[src/rtl/pic_pkg.sv]
package pic_pkg;
  localparam int PIC_N  = 8;
  localparam int PIC_IW = $clog2(PIC_N);

  typedef enum logic [2:0] {
    ST_IDLE = 3'd0,
    ST_BASE = 3'd1,
    ST_CASC = 3'd2,
    ST_MODE = 3'd3,
    ST_RUN  = 3'd4
  } seq_state_t;

  // Lowest set index of a request vector; PIC_N when nothing is set.
  function automatic logic [PIC_IW:0] lowest_idx(input logic [PIC_N-1:0] v);
    logic [PIC_IW:0] r;
    r = PIC_IW'(0) + (PIC_IW+1)'(PIC_N);
    for (int k = PIC_N - 1; k >= 0; k--) begin
      if (v[k]) r = (PIC_IW+1)'(k);
    end
    return r;
  endfunction

  // One-hot bit for an index; zero when index is out of range.
  function automatic logic [PIC_N-1:0] idx_bit(input logic [PIC_IW:0] idx);
    logic [PIC_N-1:0] r;
    r = '0;
    for (int k = 0; k < PIC_N; k++) begin
      if (idx == (PIC_IW+1)'(k)) r[k] = 1'b1;
    end
    return r;
  endfunction

  // Vector = base + index, wrapping at 8 bits.
  function automatic logic [7:0] vec_calc(input logic [7:0] base, input logic [PIC_IW-1:0] idx);
    return base + {{(8-PIC_IW){1'b0}}, idx};
  endfunction
endpackage

[src/rtl/pic_cfg_seq.sv]
module pic_cfg_seq
  import pic_pkg::*;
#(
  parameter int DW = 8
) (
  input  logic          clk,
  input  logic          rst_n,
  input  logic          wr_en,
  input  logic          reg_sel,
  input  logic [DW-1:0] wdata,
  output logic          ready,
  output logic [DW-1:0] base,
  output logic [DW-1:0] casc,
  output logic [DW-1:0] mode,
  output logic [DW-1:0] mask,
  output logic          sel_isr,
  output logic          eoi_evt,
  output logic          restart_evt
);
  seq_state_t st;
  logic need_casc, need_mode;
  logic cmd_wr, data_wr, ocw3_wr;

  assign cmd_wr      = wr_en && !reg_sel;
  assign data_wr     = wr_en && reg_sel;
  assign restart_evt = cmd_wr && wdata[4];
  assign ready       = (st == ST_RUN);
  assign eoi_evt     = cmd_wr && ready && (wdata[7:5] == 3'b001) && (wdata[4:3] == 2'b00);
  assign ocw3_wr     = cmd_wr && ready && (wdata[4:3] == 2'b01) && wdata[1];

  always_ff @(posedge clk) begin
    if (!rst_n) begin
      st        <= ST_IDLE;
      base      <= '0;
      casc      <= '0;
      mode      <= '0;
      mask      <= '0;
      sel_isr   <= 1'b0;
      need_casc <= 1'b0;
      need_mode <= 1'b0;
    end else if (restart_evt) begin
      st        <= ST_BASE;
      mask      <= '0;
      sel_isr   <= 1'b0;
      casc      <= '0;
      mode      <= '0;
      need_casc <= !wdata[1];
      need_mode <= wdata[0];
    end else if (ocw3_wr) begin
      sel_isr <= wdata[0];
    end else if (data_wr) begin
      unique case (st)
        ST_BASE: begin
          base <= wdata;
          st   <= need_casc ? ST_CASC : (need_mode ? ST_MODE : ST_RUN);
        end
        ST_CASC: begin
          casc <= wdata;
          st   <= need_mode ? ST_MODE : ST_RUN;
        end
        ST_MODE: begin
          mode <= wdata;
          st   <= ST_RUN;
        end
        ST_RUN:  mask <= wdata;
        default: ;
      endcase
    end
  end

  // Start command wipes the mask and leaves the block not ready
  p_restart_clears_r11: assert property (@(posedge clk) disable iff (!rst_n)
    restart_evt |=> (mask == '0) && !ready && !sel_isr);
  // Cascade byte slot is only entered from the base slot
  p_casc_after_base_r2: assert property (@(posedge clk) disable iff (!rst_n)
    (st == ST_CASC) |-> ($past(st) == ST_BASE || $past(st) == ST_CASC));
  // Mask never changes outside of running state except through restart
  p_mask_stable_r4: assert property (@(posedge clk) disable iff (!rst_n)
    (!$past(ready) && !$past(restart_evt)) |-> $stable(mask));
endmodule

[src/rtl/pic_req_latch.sv]
module pic_req_latch
  import pic_pkg::*;
#(
  parameter int N = PIC_N
) (
  input  logic         clk,
  input  logic         rst_n,
  input  logic [N-1:0] irq_in,
  input  logic [N-1:0] ack_clr,
  input  logic         restart_evt,
  output logic [N-1:0] irr
);
  logic [N-1:0] irq_q;
  logic [N-1:0] rise;

  assign rise = irq_in & ~irq_q;

  always_ff @(posedge clk) begin
    if (!rst_n) begin
      irq_q <= '0;
      irr   <= '0;
    end else begin
      irq_q <= irq_in;
      if (restart_evt) irr <= '0;
      else             irr <= (irr | rise) & irq_in & ~ack_clr;
    end
  end

  // A pending bit exists only for a line that was high at the last edge
  p_irr_level_r5: assert property (@(posedge clk) disable iff (!rst_n)
    (irr & ~$past(irq_in)) == '0);
  // An acknowledged line leaves the pending register
  p_ack_drops_r7: assert property (@(posedge clk) disable iff (!rst_n)
    (ack_clr != '0) |=> ((irr & $past(ack_clr)) == '0));
endmodule

[src/rtl/pic_service.sv]
module pic_service
  import pic_pkg::*;
#(
  parameter int N  = PIC_N,
  parameter int IW = PIC_IW
) (
  input  logic         clk,
  input  logic         rst_n,
  input  logic         ready,
  input  logic [N-1:0] irr,
  input  logic [N-1:0] mask,
  input  logic [7:0]   base,
  input  logic         int_ack,
  input  logic         eoi_evt,
  input  logic         restart_evt,
  output logic [N-1:0] isr,
  output logic [N-1:0] ack_clr,
  output logic         int_req,
  output logic [7:0]   vec_out
);
  logic [IW:0]   cand, top;
  logic          qual, take, spur;
  logic [N-1:0]  eoi_clr;
  logic [IW-1:0] win_idx;

  assign cand    = lowest_idx(irr & ~mask);
  assign top     = lowest_idx(isr);
  assign qual    = ready && !cand[IW] && (cand < top);
  assign int_req = qual;
  assign take    = int_ack && qual;
  assign spur    = int_ack && ready && !qual;
  assign win_idx = qual ? cand[IW-1:0] : IW'(N - 1);
  assign vec_out = vec_calc(base, win_idx);
  assign ack_clr = take ? idx_bit(cand) : '0;
  assign eoi_clr = eoi_evt ? idx_bit(top) : '0;

  always_ff @(posedge clk) begin
    if (!rst_n)           isr <= '0;
    else if (restart_evt) isr <= '0;
    else                  isr <= (isr & ~eoi_clr) | ack_clr;
  end

  // The served input shows up in service on the next cycle
  p_take_marks_r7: assert property (@(posedge clk) disable iff (!rst_n)
    (take && !eoi_evt && !restart_evt) |=> isr[$past(win_idx)]);
  // A spurious acknowledge leaves the in-service register alone
  p_spur_keeps_r8: assert property (@(posedge clk) disable iff (!rst_n)
    (spur && !eoi_evt && !restart_evt) |=> $stable(isr));
  // End of interrupt retires exactly one bit
  p_eoi_single_r10: assert property (@(posedge clk) disable iff (!rst_n)
    (eoi_evt && !int_ack && !restart_evt && isr != '0) |=>
      ($countones(isr) == $countones($past(isr)) - 1));
  // Acknowledge before setup has no effect
  p_idle_ack_r12: assert property (@(posedge clk) disable iff (!rst_n)
    (int_ack && !ready && !restart_evt) |=> $stable(isr));
  // At most one in-service bit is added per cycle
  p_one_grant_r6: assert property (@(posedge clk) disable iff (!rst_n)
    $onehot0(ack_clr));
endmodule

[src/rtl/prio_irq_ctrl.sv]
module prio_irq_ctrl
  import pic_pkg::*;
(
  input  logic       clk,
  input  logic       rst_n,
  input  logic       wr_en,
  input  logic       reg_sel,
  input  logic [7:0] wdata,
  output logic [7:0] rdata,
  input  logic [7:0] irq_in,
  output logic       int_req,
  input  logic       int_ack,
  output logic [7:0] vec_out,
  output logic [7:0] cfg_casc,
  output logic [7:0] cfg_mode
);
  logic       ready, sel_isr, eoi_evt, restart_evt;
  logic [7:0] base, mask, irr, isr, ack_clr;

  pic_cfg_seq #(.DW(8)) u_cfg (
    .clk(clk), .rst_n(rst_n), .wr_en(wr_en), .reg_sel(reg_sel), .wdata(wdata),
    .ready(ready), .base(base), .casc(cfg_casc), .mode(cfg_mode), .mask(mask),
    .sel_isr(sel_isr), .eoi_evt(eoi_evt), .restart_evt(restart_evt)
  );

  pic_req_latch #(.N(PIC_N)) u_irr (
    .clk(clk), .rst_n(rst_n), .irq_in(irq_in), .ack_clr(ack_clr),
    .restart_evt(restart_evt), .irr(irr)
  );

  pic_service #(.N(PIC_N), .IW(PIC_IW)) u_svc (
    .clk(clk), .rst_n(rst_n), .ready(ready), .irr(irr), .mask(mask), .base(base),
    .int_ack(int_ack), .eoi_evt(eoi_evt), .restart_evt(restart_evt),
    .isr(isr), .ack_clr(ack_clr), .int_req(int_req), .vec_out(vec_out)
  );

  assign rdata = reg_sel ? mask : (sel_isr ? isr : irr);

  // Request is never raised before setup completes
  p_quiet_until_ready_r2: assert property (@(posedge clk) disable iff (!rst_n)
    (restart_evt || $past(restart_evt)) |-> !int_req);
endmodule

[config.mk]
export PLATFORM = sky130hd
export DESIGN_NAME = prio_irq_ctrl
export DESIGN_NICKNAME = d
export VERILOG_FILES = /design/src/rtl/pic_pkg.sv /design/src/rtl/pic_cfg_seq.sv /design/src/rtl/pic_req_latch.sv /design/src/rtl/pic_service.sv /design/src/rtl/prio_irq_ctrl.sv
export SDC_FILE = /design/constraint.sdc
export NUM_CORES = 1
export LEC_CHECK = 0
export BUFFER_PORTS_ARGS = -buffer_cell sky130_fd_sc_hd__buf_4
export CAP_MARGIN = 20
export CORE_AREA = 2 2 82 84
export CTS_CLUSTER_SIZE = 24
export DETAILED_ROUTE_END_ITERATION = 10
export DIE_AREA = 0 0 84 86
export PLACE_DENSITY = 0.79
export SLEW_MARGIN = 30
export SYNTH_ARGS = -nofsm -noshare
export SYNTH_HDL_FRONTEND = slang
export SYNTH_HIERARCHICAL = 1
export SYNTH_SLANG_ARGS = --single-unit
[constraint.sdc]
create_clock -name clk -period 4.7 [get_ports clk]
set_input_delay 0.235 -clock clk [delete_from_list [all_inputs] [get_ports clk]]
set_output_delay 0.235 -clock clk [all_outputs]
set_load 0.02 [all_outputs]
# After elaboration in Yosys (flattened, before gate mapping)
# Cells that the tools add are included.
op_classes:
  n_addsub: 1
  magnitude_cmp: 1
  eq_ne: 21
  n_mux: 43
  bitwise: 14
  n_reduce_logical: 27
op_table:
  columns: ["op", "count"]
  rows:
  - ["4-bit two-way mux", 16]
  - ["8-bit AND", 5]
  - ["4-bit by 3-bit == test with 1-bit output, second input constant", 8]
  - ["8-bit two-way mux", 4]
  - ["8-bit NOT", 4]
  - ["1-bit two-way mux", 19]
  - ["4-bit by 2-bit == test with 1-bit output, second input constant", 4]
  - ["8-bit OR", 2]
  - ["3-bit AND reduction", 5]
  - ["1-bit logical AND", 11]
  - ["3-bit two-way mux", 3]
  - ["3-bit case mux with 3 select lines", 1]
  - ["8-bit by 3-bit adder with 8-bit output", 1]
  - ["4-bit by 1-bit == test with 1-bit output, second input constant", 2]
  - ["4-bit zero test", 2]
  - ["3-bit by 1-bit == test with 1-bit output, second input constant", 2]
  - ["3-bit by 2-bit == test with 1-bit output, second input constant", 2]
  - ["4-bit less-than comparator", 1]
  - ["4-bit AND reduction", 1]
  - ["4-bit nonzero test", 1]
  - ["3-bit == test, second input constant", 1]
  - ["1-bit zero test", 3]
  - ["1-bit NOT", 3]
  - ["3-bit nonzero test", 1]
  - ["other kinds (5)", 5]
totals:
  register_bits: 62
  inputBits: 21
  output_inout_bits: 33
  elab_cells: 119

# Depth between registers and ports, before layout
depth:
  depth_word: 17
  depth_mapped: 17
  depth_no_buf: 17

# Cells and area by module
# Netlist, hierarchy kept.
by_module_without_submodules:
  columns: ["module", "n_inst", "cells_per_inst", "area_each_um2", "seq_area_each_um2"]
  rows:
  - ["pic_cfg_seq", 1, 189, 1661.6, 760.7]
  - ["pic_service", 1, 132, 1014.7, 160.2]
  - ["pic_req_latch", 1, 42, 638.1, 320.3]
  - ["prio_irq_ctrl", 1, 26, 172.7, 0.0]

# Least setup slack after synthesis
# OpenSTA, ideal clock, no wires.
synth_timing:
  path_kind: "reg-to-output"
  from: "reg u_cfg.mask[3]"
  to: "out vec_out[6]"
  t_arrival_ns: 3.428
  required_time_ns: 4.465
  setup_slack_ns: 1.037
  path_stages_with_launch: 17
  n_path_buf: 0
  cell_sequence: "dfxtp_1 nand2b_1 nand2_1 or4b_1 inv_1 ha_1 a21oi_1 nand2_1 a21oi_2 a21o_2 nand3_1 ha_1 fa_1 a21o_1 nand2_1 nor2_1 xor2_1"
synth_between:
  elab_chain_cells: 11
  word_cells_on_any_way: 12
  classes_between: "1 x add/sub; 1 x order compare; 5 x mux; 2 x bitwise; 3 x reduce/logical"
synth_rtl:
  columns: ["element", "line_no", "text"]
  rows:
  - ["from (decl)", "pic_cfg_seq.sv:15", "output logic [DW-1:0] mask,"]
  - ["from (signal assigned)", "pic_cfg_seq.sv:65", "ST_RUN: mask <= wdata;"]
  - ["8-bit NOT (*)", "pic_service.sv:26", "assign cand = lowest_idx(irr & ~mask);"]
  - ["8-bit AND (*)", "pic_service.sv:26", null]
  - ["4-bit two-way mux (*) (4 in a row)", "pic_pkg.sv:18", "if (v[k]) r = (PIC_IW+1)'(k);"]
  - ["parallel branches: the longest is 3 deep, another holds 4-bit less-than comparator", null, null]
  - ["3-bit two-way mux (*)", "pic_service.sv:32", "assign win_idx = qual ? cand[IW-1:0] : IW'(N - 1);"]
  - ["8-bit by 3-bit adder with 8-bit output (*)", "pic_pkg.sv:35", "return base + {{(8-PIC_IW){1'b0}}, idx};"]
  - ["to (decl)", "prio_irq_ctrl.sv:13", "output logic [7:0] vec_out,"]
# Mark *: on every way between the ends.

# Worst setup path after layout
layout_timing:
  from: "reg u_cfg.mask[3]"
  to: "out vec_out[7]"
# Same word-level chain as after synthesis.

==> flow_summary.ini <==
[worst_setup_path]
cp_slowest_cell = or4b_1
worstSetupEndpointType = output port
slowest_delay_ns = 0.59
path_buf_inv = 2
r2r_start = u_cfg/mask[3]
path_cells = nand2b_1 -> nand2_1 -> or4b_1 -> inv_1 -> ha_1 -> a21oi_1 -> nand2_1 -> a21oi_2 -> a21o_2 -> o211ai_1 -> ha_1 -> a21o_1 -> a21oi_1 -> nor2b_1 -> nand4_1 -> xnor2_1 -> buf_4
crit_family = simple AND/OR/NAND/NOR gates
reg2reg_to = u_irr/irr[2]
worst_ep_required_time_ns = 4.47
critPathMaxFanout = 6
rrSetupSlack_ns = 1.86
cp_data_arrival_time_ns = 3.98
reg2reg_depth = 11
startpoint = u_cfg/mask[3]
start_kind = register
worst-setup-path-type = reg2out

[run_status]
status = complete, no violations

[drt]
antenna_left = 0
wl_um = 8530
wl_met2_um = 4250
vias_per_cell = 5.82
wl_met3_um = 480
route.detailed.drc = 0
vias = 2989
dr.pass1.iters = 4
drt_iter0_drc = 195
routedWlPerCell_um = 16.6
top_layer = met4
wl_met1_um = 3710

[sta]
grt_setup_unrepaired = false
worst_pin_slew_ns = 0.949
hold_viol = 0
fmax_ghz = 0.237
fin_skew_ns = 0.00939
setup_tns_ns = 0
holdWs_ns = 0.114
layout_setup_ws_ns = 0.486
period_needed_ns = 4.21
slew_headroom = 0.367
min_period_over_period = 0.897
slew_viol_final = 0
final-setup-viol-count = 0

[clocking]
clock_latency_ns = 0.35
cts_setup_buffers = 0
hold_buffers = 0
path_clk_slew_ns = 0.07
cts_num_sinks = 62
cts-resized-gates = 0
tritoncts = built
cts_inserted_buffers = 9
htree_levels = 3
clock-root-buffer = clkbuf_8
cts.path.max_buffers = 2

[global_routing]
grt.overflow.total = 0
grt_max_degree = 49
grtUsageTotal = 0.244
grt_pass1_wl_um = 13800
antenna_found_initial = 0
grt_pass1_vias = 2801

[yosys]
synth_warnings = 6
synthDistinctLibCells = 65
yosys_register_bits = 62
yosysSeqAreaShare = 0.356
synthFlopType = dfxtp_1
syn_inst = 389
synth_top_area_frac = 0.356
netlist.top_cell.by_area = dfxtp_1
synth_edf_count = 0
ys_async_sr_fraction = 0
ys_top_cells_by_area = dfxtp_1, mux2i_1, nand3_1
syn_area_um2 = 3490
postSynthAreaPerCell_um2 = 8.96
synth_nets = 417

[layout]
diodes = 0
fin_nets = 460
drive_gt1_frac = 0.224
syn_to_final_growth_pct = 16.0

[power]
switching_share = 0.265
pwr-share-clk = 0.408
pwr-share-comb = 0.123
ir_drop_mv = 0.219
cellLeakagePower_nw = 1.56
p_int_mw = 0.853
pwr_density_cell_nw_per_um2 = 287
power_frac_seq = 0.469
p_switching_mw = 0.308

[floorplanning]
core-area_um2 = 6280
die_w_um = 84
dieArea_um2 = 7220
pin_count = 54
start_util = 0.556
fp-row-count = 29
die_y_um = 86

[hold_path]
hp-class = in2reg
hold_path_end = u_irr/irq_q[4]
min_from = irq_in[4]
hold_path_depth = 2

[placed_design]
gp_congestion = 0.916
port_buffers = 53
dp_hpwl_um = 6130
dpl_worst_slack_ns = 0.864

[job]
cap_violations = 0
-- cell families (layout without fill, tap and decap cells) --
group                      after synthesis  after routing  share of synthesized area
DFF                                     62             62                      0.356
adders and majority gates                7              7                     0.0273
buffers and inverters                   30             78                     0.0506
AOI/OAI and AO/OA                       87             87                      0.163
and+or+nand+nor                        171            171                      0.314
muxes                                   26             26                     0.0746
xor gates and xnor gates                 6              6                     0.0151
-- layout by cell type (no fill, tap or decap), types with 3 or more instances in the layout --
master	n
o21a_1	3
and3_1	5
mux2i_1	26
a21oi_1	24
inv_1	7
nor2_1	12
dfxtp_1	62
o21ai_0	5
ha_1	6
and2_2	8
nor4b_4	8
nand2_1	39
o21ai_1	25
nor3_1	7
nand2b_4	3
nor3b_1	3
nand3b_1	3
o31ai_1	3
o211ai_1	3
nand2b_1	10
nor2b_1	17
clkbuf_8	10
nand3_1	39
xnor2_1	4
buf_4	53
-- power groups by stage --
| stage | clock, mW | sequential [mW] | combinational (mW) |
|---|---|---|---|
| 2_1_floorplan | 0 | 0.552 | 0.0995 |
| 3_3_place_gp | 0 | 0.556 | 0.139 |
| 3_5_place_dp | 0 | 0.556 | 0.142 |
| 4_1_cts | 0.482 | 0.544 | 0.142 |
| 5_1_grt | 0.506 | 0.545 | 0.157 |
| 6_report | 0.474 | 0.544 | 0.143 |
-- cell type report --
cell class	instances	area [µm²]
Fill cell	559	2230
Multi-Input combinational cell	297	2070
Sequential cell	62	1240
Timing Repair Buffer	53	398
Clock buffer	11	141
Tap cell	77	96.3
Clock inverter	5	58.8
Inverter	9	38.8
-- flip-flops by register name, summed over array words and instances (netlist names), 3 cells and up --
name	count
u_irr/irq_q	8
u_cfg/casc	8
u_cfg/mode	8
u_cfg/mask	8
u_svc/isr	8
u_irr/irr	8
u_cfg/st	3
u_cfg/base	8
-- layer usage --
metal,vias to the layer above,global-route usage
li1,1488,-
met1,1399,0.297
met2,93,0.428
met3,9,0.0645
met4,0,0.0674
met5,-,0
-- cells in the mapped netlist, drive strengths merged, types with 4 or more instances --
library cell	count
dfxtp	62
and2	11
nand3	39
nor4b	9
o21ai	30
nand2	39
nand2b	13
buf	11
nor3	7
nor2	12
inv	8
nor2b	18
xnor2	4
and3	6
clkbuf	10
a21oi	26
mux2i	26
ha	6
-- how the worst max path moves through the flow --
stage | end | slack (ns) | depth (start not counted)
global placement | vec_out[6] | 0.95 | 17
CTS | vec_out[6] | 0.50 | 17
global route | vec_out[7] | 0.15 | 17
finish | vec_out[7] | 0.49 | 17
detailed placement | vec_out[7] | 0.86 | 17
floorplan | vec_out[6] | 1.04 | 16
-- worst reg2reg max path: stages (launching register included) --
cell      delay [ns]
dfxtp_1         0.34
nand2b_1        0.19
nand2_1         0.15
or4b_1          0.59
inv_1           0.11
ha_1            0.25
a21oi_1         0.14
nand2_1         0.08
a21oi_2         0.23
a21oi_4         0.15
nor3_1          0.37
nor4b_4         0.09
-- metrics by stage --
stage               instance area (µm²)  cells   util  total power [mW]
floorplan                          3490    389      -             0.652
global placement                   3840    498  0.612             0.695
detailed placement                 3840    498  0.612             0.698
CTS                                4040    514  0.644              1.17
global route                       4040    514  0.644              1.21
finish                             4040    514  0.644              1.16
No activity file was read; power rests on OpenSTA's default activity.
